### src/rtl/tick_clock_gen_pkg.sv
// Shared definitions for the tick prescaler/divider.
// Assumes: a configuration address of one bit selects between two words.
package tick_clock_gen_pkg;

    // Which configuration word a write targets.
    typedef enum logic {
        CFG_PRESCALE = 1'b0,
        CFG_SELECT   = 1'b1
    } cfg_word_e;

    // Map a channel index to its prescaler / external-input group.
    function automatic int group_of(input int ch, input int split);
        return (ch < split) ? 0 : 1;
    endfunction

endpackage

### src/rtl/tcg_prescaler.sv
// Down-counting prescaler: emits a tick every (reload+1) cycles.
// Assumes: reload_i is sampled only at terminal count, so a changed value
// never cuts short the interval already running.
module tcg_prescaler #(
    parameter int W = 8
) (
    input  logic         clk,
    input  logic         rst_n,
    input  logic [W-1:0] reload_i,
    output logic         tick_o
);

    logic [W-1:0] cnt_q;

    assign tick_o = (cnt_q == '0);

    // Count down; on terminal count reload the currently programmed value.
    always_ff @(posedge clk) begin
        if (!rst_n)      cnt_q <= '0;
        else if (tick_o) cnt_q <= reload_i;
        else             cnt_q <= cnt_q - 1'b1;
    end

    // the value used for a new interval is the one present at terminal count
    p_reload_at_terminal_r7 : assert property (@(posedge clk) disable iff (!rst_n)
        tick_o |=> (cnt_q == $past(reload_i)));

    // between terminal counts the count only moves downward
    p_count_falls_r2 : assert property (@(posedge clk) disable iff (!rst_n)
        !tick_o |=> (cnt_q < $past(cnt_q)));

endmodule

### src/rtl/tcg_ext_sync.sv
// Brings an asynchronous external tick into the clock domain through two
// flops and turns each rising edge into a one-cycle pulse.
// Assumes: the external input stays high or low for at least one cycle.
module tcg_ext_sync (
    input  logic clk,
    input  logic rst_n,
    input  logic async_i,
    output logic pulse_o
);

    logic [2:0] sh_q;

    // Two synchroniser stages plus one history stage for edge detection.
    always_ff @(posedge clk) begin
        if (!rst_n) sh_q <= '0;
        else        sh_q <= {sh_q[1:0], async_i};
    end

    assign pulse_o = sh_q[1] & ~sh_q[2];

    // an edge pulse never lasts longer than one cycle
    p_pulse_single_r6 : assert property (@(posedge clk) disable iff (!rst_n)
        pulse_o |=> !pulse_o);

endmodule

### src/rtl/tcg_chan_div.sv
// Per-channel stage: divides the group prescaler tick by 2^(code+DIV_BASE),
// or passes the group's external pulse when the code is marked in EXT_MASK.
// Assumes: pre_tick_i and ext_pulse_i are single-cycle enables in clk domain.
module tcg_chan_div #(
    parameter int                      SEL_W    = 4,
    parameter int                      DIV_BASE = 0,
    parameter logic [(2**SEL_W)-1:0]   EXT_MASK = 'h00E0
) (
    input  logic             clk,
    input  logic             rst_n,
    input  logic [SEL_W-1:0] sel_i,
    input  logic             pre_tick_i,
    input  logic             ext_pulse_i,
    output logic             tick_o
);

    localparam int MAX_EXP = (2**SEL_W) - 1 + DIV_BASE;
    localparam int CW      = (MAX_EXP > 0) ? MAX_EXP : 1;

    logic [CW-1:0]  div_q;
    logic [CW-1:0]  low_mask;
    logic [SEL_W:0] exp_w;
    logic           ext_sel;
    logic           div_hit;

    assign ext_sel = EXT_MASK[sel_i];
    assign exp_w   = {1'b0, sel_i} + (SEL_W+1)'(DIV_BASE);

    // Build the mask of the low exp_w bits of the divide counter.
    always_comb begin
        for (int i = 0; i < CW; i++) begin
            low_mask[i] = (i < int'(exp_w));
        end
    end

    assign div_hit = pre_tick_i && ((div_q & low_mask) == low_mask);

    // Free-running divide counter advanced by each prescaler tick.
    always_ff @(posedge clk) begin
        if (!rst_n)          div_q <= '0;
        else if (pre_tick_i) div_q <= div_q + 1'b1;
    end

    // Register the selected tick source onto the channel output.
    always_ff @(posedge clk) begin
        if (!rst_n) tick_o <= 1'b0;
        else        tick_o <= ext_sel ? ext_pulse_i : div_hit;
    end

    // a divided tick always follows a prescaler tick
    p_div_needs_prescale_r4 : assert property (@(posedge clk) disable iff (!rst_n)
        (tick_o && !$past(ext_sel)) |-> $past(pre_tick_i));

    // an externally selected tick always follows an external pulse
    p_ext_needs_pulse_r5 : assert property (@(posedge clk) disable iff (!rst_n)
        (tick_o && $past(ext_sel)) |-> $past(ext_pulse_i));

endmodule

### src/rtl/tick_clock_gen.sv
// Top: configuration words, two group prescalers, two external-tick
// synchronisers and one divider stage per channel.
// Assumes: NUM_CH*SEL_W and 2*PRE_W fit in one CFG_W-bit word.
module tick_clock_gen
    import tick_clock_gen_pkg::*;
#(
    parameter int                    NUM_CH   = 5,
    parameter int                    SPLIT_CH = 2,
    parameter int                    PRE_W    = 8,
    parameter int                    SEL_W    = 4,
    parameter int                    CFG_W    = 32,
    parameter int                    DIV_BASE = 0,
    parameter logic [(2**SEL_W)-1:0] EXT_MASK = 'h00E0
) (
    input  logic              clk,
    input  logic              rst_n,
    input  logic              cfg_wr_en,
    input  logic              cfg_wr_addr,
    input  logic [CFG_W-1:0]  cfg_wr_data,
    input  logic              ext_tick_a,
    input  logic              ext_tick_b,
    output logic [NUM_CH-1:0] tick_en
);

    localparam int NUM_GRP = 2;
    localparam int PRE_BITS = NUM_GRP * PRE_W;
    localparam int SEL_BITS = NUM_CH * SEL_W;

    logic [PRE_BITS-1:0] presc_q;
    logic [SEL_BITS-1:0] sel_q;
    logic [NUM_GRP-1:0]  grp_tick;
    logic [NUM_GRP-1:0]  grp_pulse;
    logic [NUM_GRP-1:0]  ext_raw;
    logic                unused_cfg_hi;

    assign ext_raw       = {ext_tick_b, ext_tick_a};
    assign unused_cfg_hi = ^cfg_wr_data[CFG_W-1:PRE_BITS];

    // Load the addressed configuration word on a write strobe.
    always_ff @(posedge clk) begin
        if (!rst_n) begin
            presc_q <= '0;
            sel_q   <= '0;
        end else if (cfg_wr_en) begin
            if (cfg_word_e'(cfg_wr_addr) == CFG_PRESCALE) presc_q <= cfg_wr_data[PRE_BITS-1:0];
            else                                          sel_q   <= cfg_wr_data[SEL_BITS-1:0];
        end
    end

    // One prescaler and one external synchroniser per channel group.
    for (genvar g = 0; g < NUM_GRP; g++) begin : g_grp
        tcg_prescaler #(.W(PRE_W)) i_presc (
            .clk      (clk),
            .rst_n    (rst_n),
            .reload_i (presc_q[g*PRE_W +: PRE_W]),
            .tick_o   (grp_tick[g])
        );
        tcg_ext_sync i_sync (
            .clk     (clk),
            .rst_n   (rst_n),
            .async_i (ext_raw[g]),
            .pulse_o (grp_pulse[g])
        );
    end

    // One divider stage per channel, wired to its group's sources.
    for (genvar c = 0; c < NUM_CH; c++) begin : g_ch
        localparam int GRP = group_of(c, SPLIT_CH);
        tcg_chan_div #(
            .SEL_W    (SEL_W),
            .DIV_BASE (DIV_BASE),
            .EXT_MASK (EXT_MASK)
        ) i_div (
            .clk         (clk),
            .rst_n       (rst_n),
            .sel_i       (sel_q[c*SEL_W +: SEL_W]),
            .pre_tick_i  (grp_tick[GRP]),
            .ext_pulse_i (grp_pulse[GRP]),
            .tick_o      (tick_en[c])
        );
    end

    // outputs are quiet in the cycle after a reset edge
    p_quiet_after_reset_r1 : assert property (@(posedge clk)
        !rst_n |=> (tick_en == '0));

endmodule

### config.mk
export PLATFORM = sky130hd
export DESIGN_NAME = tick_clock_gen
export DESIGN_NICKNAME = d
export VERILOG_FILES = /design/src/rtl/tick_clock_gen_pkg.sv /design/src/rtl/tcg_prescaler.sv /design/src/rtl/tcg_ext_sync.sv /design/src/rtl/tcg_chan_div.sv /design/src/rtl/tick_clock_gen.sv
export SDC_FILE = /design/constraint.sdc
export NUM_CORES = 1
export LEC_CHECK = 0
export ABC_AREA = 1
export BUFFER_PORTS_ARGS = -buffer_cell sky130_fd_sc_hd__buf_2
export CAP_MARGIN = 20
export CORE_ASPECT_RATIO = 1.1
export CORE_MARGIN = 8
export CORE_UTILIZATION = 60
export DETAILED_ROUTE_END_ITERATION = 10
export PLACE_DENSITY = 0.79
export RECOVER_POWER = 100
export SLEW_MARGIN = 20
export SYNTH_ARGS = -nofsm -noshare
export SYNTH_HDL_FRONTEND = slang
export SYNTH_HIERARCHICAL = 1
export SYNTH_SLANG_ARGS = --single-unit
export TNS_END_PERCENT = 5
### constraint.sdc
create_clock -name clk -period 2.6 [get_ports clk]
set_clock_uncertainty 0.05 [all_clocks]
set_input_delay 0 -clock clk [delete_from_list [all_inputs] [get_ports clk]]
set_output_delay 0 -clock clk [all_outputs]
set_load 0.1 [all_outputs]
==> results by group, run 1 <==
Cells and area
  – Final Util: 69.7%
  – Layout cells sized above 1: 6.63%
  – Fin nets: 1183
  – # diodes: 0
  – Most frequent cells in the layout: nand2_1 (244), nor2_1 (199), inv_1 (151), dfxtp_1 (138), a21oi_1 (89)
  – Commonest non-fill, non-tap cell in the layout: nand2_1
  – Area growth from synthesis to layout: 13.4%

Placement
  – Pre-CTS WS: 0.620 ns
  – Routability cong.: 0.845
  – Port Buf Inserts: 30
  – Dpl hpwl: 10.5 mm

CTS
  – TritonCTS clock tree: done
  – Reg clk slew, reported paths: 0.05 ns
  – Clk_lat worst skew: 0.42 ns
  – CTS resizes: 0
  – Root Buffer: clkbuf_16
  – CTS Sinks: 138
  – Post-CTS setup buffer count: 0
  – CTS buffer count: 17
  – Clock tree buffer depth: 2
  – H-tree depth: 4

Floorplan
  – Die H: 130 um
  – Starting density of the core: 61.4%
  – Core area: 11500 um^2
  – Die Wd: 119 um
  – Row count: 41
  – Io pins: 43
  – Die ar.: 15500 um^2

STA
  – Hold_ws: 0.117 ns
  – Total negative slack for setup checks: 0 ns
  – Max-slew violation count: 0
  – Fin. Hold Viols: 0
  – Final Worst Setup Slack: 0.393 ns
  – Final setup fails: 0
  – Final worst path period share: 84.9%
  – Rel. slew slack: 10.1%
  – Slew @ Worst Pin: 1.35 ns
  – Fin crit period: 2.21 ns
  – Fmax: 0.453 GHz
  – Unrepaired setup endpoints after global routing: no

Global routing
  – GR peak layer: met2
  – Grt met2 use: 37.0%
  – GR Layer Usage met1: 24.1%
  – Initial antenna violation count: 0
  – Largest net degree at the start of global routing: 72
  – Tot GR Track Use: 20.9%
  – Total global routing overflow: 0
  – First-pass GRT wire length: 26.9 mm
  – Vias in the first global route: 6211
  – Met3 Use GR: 4.92%

Logic synthesis
  – Adder-cell share of the synthesized area: 1.60%
  – Avg Cell Area, Syn: 6.59 um^2
  – Simple-gate share of the synthesized area: 36.3%
  – Largest family of logic cells by synthesized area: simple AND/OR/NAND/NOR gates
  – Synth Flop Type: dfxtp_1
  – Sequential element share of the synthesized area: 39.1%
  – Syn_nets: 1118
  – Top cell type's share of synthesized area: 39.1%
  – YS warnings: 6
  – Synth cell types: 28
  – Top post-synthesis cells by area: dfxtp_1 (39%), nand2_1 (12%), nor2_1 (10%), inv_1 (8.0%), a21oi_1 (6.3%)
  – Post-synth EDFFs: 0
  – XOR/XNOR share of the synthesized area: 0.620%
  – Post-Syn Area: 7060 um^2
  – Compound-Gate Fraction of Synth Area: 12.9%
  – Mux share of post-synthesis cell area: 0%
  – Yosys reg bits: 138
  – Cells after Synth: 1071
  – FFs w/ async S/R, synth: 0%
  – Area leader, netlist: dfxtp_1

Route
  – Drt drc: 0
  – TritonRoute pass-1 iters: 5
  – Routed vias: 6656
  – Routed wire length: 15.5 mm
  – Via/cell ratio: 5.13
  – Final ANT Viol Nets: 0
  – Wire length per cell: 12.0 um
  – DRT iter0 DRCs: 512

Pwr
  – P_leak: 0.00358 uW
  – Psw: 1930 uW
  – Max VDD drop: 0.488 mV
  – Pwr Density: 750 nW/um^2
  – Comb pwr share: 23.3%
  – Sw frac: 32.1%
  – Internal power: 4080 uW
  – Power share of the sequential group: 41.4%
  – Clock power frac: 35.3%

Hold path
  – Hold crit path type: input pin to register
  – Hold path start: cfg_wr_addr
  – Hold EP: sel_q[9]
  – Worst hold stages: 3

Worst setup path
  – Critical path capture point type: register
  – CP Data Arrival Time: 2.51 ns
  – Crit start category: input pin
  – Crit-path max FO: 24
  – Reg2reg end: g_ch[1].i_div/div_q[14]
  – Setup CP Type: input pin to register
  – Worst r2r path cells: 13
  – Reg2Reg Setup Slack: 0.40 ns
  – Critical Path RT: 2.90 ns
  – Launching point of the worst reg2reg path: g_grp[0].i_presc/cnt_q[0]

Job
  – Maxcap violations: 0

Outcome
  – Run status: finished, final reports clean
==> registers in the layout (all words and copies together) (netlist names) <==
name / flops
presc_q: 16
sel_q: 20
g_grp.i_sync/sh_q: 6
g_ch.i_div/div_q: 75
g_ch.i_div/tick_o: 5
g_grp.i_presc/cnt_q: 16
==> power by group through the flow <==
stage / clock network, uW / registers [uW] / logic (uW)
finish: 2120 / 2480 / 1400
global route: 2250 / 2510 / 1600
CTS: 2150 / 2480 / 1440
detailed placement: 0 / 2520 / 1390
global placement: 0 / 2520 / 1360
floorplan: 0 / 2520 / 1070
==> layer usage <==
| layer | vias up | routed length (um) |
|---|---|---|
| met4 | 0 | 260 |
| met5 | - | 0 |
| met2 | 128 | 7540 |
| met3 | 22 | 589 |
| met1 | 2996 | 7150 |
| li1 | 3510 | - |
==> critical path: stages <==
cell	delay, ns
dlygate4sd3_1	0.53
buf_2	0.29
clkbuf_2	0.48
inv_1	0.08
nor2_1	0.88
nor2_1	0.10
nor2_1	0.13
==> cell type report <==
type	instances	area, um^2
tap	150	188
inverter	154	582
sequential	138	2760
timing repair buffer	65	488
clock buffer	27	493
multi-input combinational	760	3480
fill	1022	3490
clock inverter	3	15.0
==> cell families after synthesis <==
kind of cell / count (synthesis)
compound gates: 178
xor+xnor: 5
fa+ha+maj: 9
buf+inv: 173
flops: 138
simple gates: 568
==> Yosys cell counts (7+ instances only) <==
master / count
inv_1: 151
o21ai_0: 74
nor2_1: 189
nor2_2: 9
buf_2: 11
o21ai_1: 8
ha_1: 9
a21oi_1: 89
nand3_1: 64
nand2_1: 235
clkbuf_1: 7
nand2_2: 12
nor3_2: 10
nor2_4: 13
nor3_1: 15
dfxtp_1: 138
==> how the worst max path moves through the flow <==
stage	start	to	slack [ns]	cells past startpoint
detailed placement	g_grp[1].i_presc/cnt_q[0]	g_ch[2].i_div/div_q[11]	0.62	11
finish	cfg_wr_en	presc_q[9]	0.39	7
global route	g_grp[0].i_presc/cnt_q[0]	g_ch[1].i_div/div_q[14]	0.21	13
CTS	g_grp[1].i_presc/cnt_q[0]	g_ch[2].i_div/div_q[11]	0.61	11
global placement	g_grp[1].i_presc/cnt_q[0]	g_ch[2].i_div/div_q[11]	0.68	11
floorplan	g_grp[1].i_presc/cnt_q[0]	g_ch[2].i_div/div_q[14]	0.80	13
==> through the flow <==
stage / power, uW / instances / cell area (um^2)
after global placement: 3880 / 1237 / 7360
after detailed placement: 3910 / 1237 / 7360
after floorplan: 3590 / 1071 / 7060
after global routing: 6370 / 1297 / 8000
final: 6000 / 1297 / 8000
after CTS: 6070 / 1297 / 8170
==> repair_timing <==
| action | CTS | global route |
|---|---|---|
| hold buffers | 30 | 0 |
| endpoints found under the hold margin | 38 | 0 |
| endpoints found under the setup margin | 0 | 0 |
Power figures use the tool's default switching activity.
==> inputs of run 2 (changes only) <==
ABC_AREA = 0   (was 1)
clock period = 2.11 ns   (was 2.6 ns; I/O delays follow)
==> results by group, run 2 <==
Logic synthesis
  – Post-Syn Area: 6630 um^2
  – Avg Cell Area, Syn: 9.37 um^2
  – Yosys reg bits: 138
  – Syn_nets: 755
  – FFs w/ async S/R, synth: 0%
  – Cells after Synth: 708
  – Synth cell count leaders: dfxtp_1 (138), nand2_1 (81), and2_1 (61)
  – YS warnings: 6
  – Sequential element share of the synthesized area: 41.6%
  – Top cell type's share of synthesized area: 41.6%
  – Synth cell types: 51
  – Area leader, netlist: dfxtp_1
  – Post-synth EDFFs: 0
  – Top post-synthesis cells by area: dfxtp_1 (42%), mux2i_1 (5.9%), and2_1 (5.8%), xnor2_1 (5.1%), nand2_1 (4.6%)
  – Most common cell in the netlist: dfxtp_1
  – Synth Flop Type: dfxtp_1

Global routing
  – Total global routing overflow: 0
  – First-pass GRT wire length: 25.6 mm
  – Initial antenna violation count: 0
  – Largest net degree at the start of global routing: 68
  – Vias in the first global route: 5642
  – Tot GR Track Use: 21.7%

Route
  – Via/cell ratio: 5.75
  – TritonRoute pass-1 iters: 7
  – Final ANT Viol Nets: 0
  – Drt drc: 0
  – Wire length per cell: 16.2 um
  – Routed vias: 5644
  – DRT iter0 DRCs: 435
  – Routed wire length: 15.9 mm

Worst setup path
  – Critical path capture point type: register
  – Launching point of the worst reg2reg path: g_grp[0].i_presc/cnt_q[2]
  – Setup CP Type: register to register
  – Crit-path max FO: 7
  – Crit start category: register
  – Critical Path RT: 2.41 ns
  – CP Data Arrival Time: 2.73 ns
  – Setup crit start: g_grp[0].i_presc/cnt_q[2]

Cells and area
  – Fin nets: 869
  – Largest reg by FF count: g_ch.i_div/div_q
  – Layout cells sized above 1: 21.3%
  – Area growth from synthesis to layout: 27.6%
  – Max reg flops: 75
  – Fin area: 8470 um^2
  – Largest regs: g_ch.i_div/div_q: 75 flops, sel_q: 20 flops
  – # diodes: 0
  – Most frequent cells in the layout: dfxtp_1 (136), nand2_1 (77), and2_1 (59), mux2i_1 (39), xnor2_1 (39)
  – Commonest non-fill, non-tap cell in the layout: dfxtp_1

STA
  – Final Worst Setup Slack: -0.316 ns
  – Final worst path period share: 115%
  – Fmax: 0.412 GHz
  – Fin crit period: 2.43 ns
  – Unrepaired setup endpoints after global routing: yes
  – Max-slew violation count: 0
  – Total negative slack for setup checks: -11.25 ns
  – Rel. slew slack: 19.9%
  – Fin. Hold Viols: 0
  – Final setup fails: 66
  – Slew @ Worst Pin: 1.21 ns

Placement
  – Dpl hpwl: 9.29 mm
  – Port Buf Inserts: 30
  – Routability cong.: 0.804
  – Post-Place Cell Area: 7240 um^2
  – Pre-CTS WS: -0.354 ns

Pwr
  – P_leak: 0.00335 uW
  – Comb pwr share: 27.7%
  – Sw frac: 29.4%
  – Tot Pwr: 8260 uW
  – Clock power frac: 35.0%
  – Internal power: 5830 uW
  – Psw: 2430 uW
  – Pwr Density: 976 nW/um^2
  – Power share of the sequential group: 37.3%
  – Max VDD drop: 0.792 mV

CTS
  – Root Buffer: clkbuf_16
  – Clk_lat worst skew: 0.42 ns
  – CTS Sinks: 138
  – TritonCTS clock tree: done
  – H-tree depth: 4
  – Clock tree buffer depth: 2
  – Reg clk slew, reported paths: 0.06 ns
  – CTS buffer count: 17

Floorplan
  – Die H: 126 um
  – Row count: 40
  – Starting density of the core: 61.1%
  – Core area: 10900 um^2
  – Io pins: 43
  – Die Wd: 116 um
  – Die ar.: 14700 um^2

Job
  – Maxcap violations: 0

Hold path
  – Hold crit path type: input pin to register
  – Hold path start: cfg_wr_addr

Outcome
  – Run status: finished with violations
  – Violated checks: negative setup slack
## run 2: cell types whose count changed in the layout (fill, tap and decap cells not counted), moves of 15 or more
cell	change
nand3_1	-59
xnor2_1	+34
o21ai_0	-56
nor3_1	-21
a21oi_1	-76
xor2_1	+24
mux2i_1	+39
nor2_1	-175
nand2b_1	+15
nand4_1	+32
inv_1	-140
nand2_1	-167
buf_4	+31
and2_1	+59
## run 2: power groups by stage
stage | combinational [uW] | sequential, uW | clock [uW]
2_1_floorplan | 1230 | 3230 | 0
3_3_place_gp | 1980 | 3100 | 0
3_5_place_dp | 2030 | 3120 | 0
4_1_cts | 2150 | 3070 | 2930
5_1_grt | 2500 | 3110 | 3030
6_report | 2280 | 3080 | 2890
## run 2: kinds of logic after synthesis
| group | Yosys count | share of synthesized area [%] |
|---|---|---|
| AO/OA/AOI/OAI | 118 | 13.2 |
| XOR/XNOR | 63 | 8.32 |
| adder cells (fa/ha/maj) | 9 | 1.70 |
| buffers and inverters | 30 | 2.49 |
| flip-flops | 138 | 41.6 |
| multiplexers | 41 | 6.22 |
| AND/OR/NAND/NOR | 309 | 26.4 |
## run 2: area by class of cell
class / count / area [um^2]
Multi-Input combinational cell: 540 / 3990
Sequential cell: 138 / 2770
Fill cell: 714 / 2390
Timing Repair Buffer: 111 / 898
Clock buffer: 23 / 478
Tap cell: 147 / 184
Clock inverter: 8 / 93.8
Inverter: 13 / 56.3
Timing Repair inverter: 1 / 7.51
## run 2: critical path, stage by stage (launching register included)
cell	delay (ns)
dfxtp_1	0.31
or4_4	0.53
or3b_4	0.40
clkinvlp_4	0.13
buf_4	0.13
nand4_1	0.10
buf_6	0.18
nor4_4	0.14
xor2_1	0.22
and2_1	0.18
## run 2: per-layer routing
layer	share of wire [%]	GRT usage, %	vias up
li1	-	-	2786
met1	41	23.5	2720
met2	54	38.5	110
met3	2.8	5.45	28
met4	2.1	9.70	0
met5	0	0	-
## run 2: stage by stage
stage,hold WS [ns],instances,util [%]
2_1_floorplan,0.0717,708,-
3_3_place_gp,0.151,910,66.7
3_5_place_dp,0.152,910,66.7
4_1_cts,0.150,977,76.5
5_1_grt,0.170,981,78.0
6_report,0.171,981,78.0
## run 2: final timing paths
kind	endpoint	slack, ns	depth (start not counted)
worst min register to register	g_grp[1].i_sync/sh_q[1]	0.39	1
worst min-delay path	presc_q[12]	0.17	4
worst max-delay path	g_ch[1].i_div/div_q[12]	-0.32	9
worst max register to register	g_ch[1].i_div/div_q[12]	-0.32	9
## run 2: what timing repair did
action / CTS / global route
setup endpoints to repair: 69 / 69
endpoints found under the hold margin: 41 / 0
cloned: 1 / 0
buffers inserted: 6 / 4
pin swaps: 36 / 27
gates resized for setup: 40 / 31
hold buffers: 29 / 0
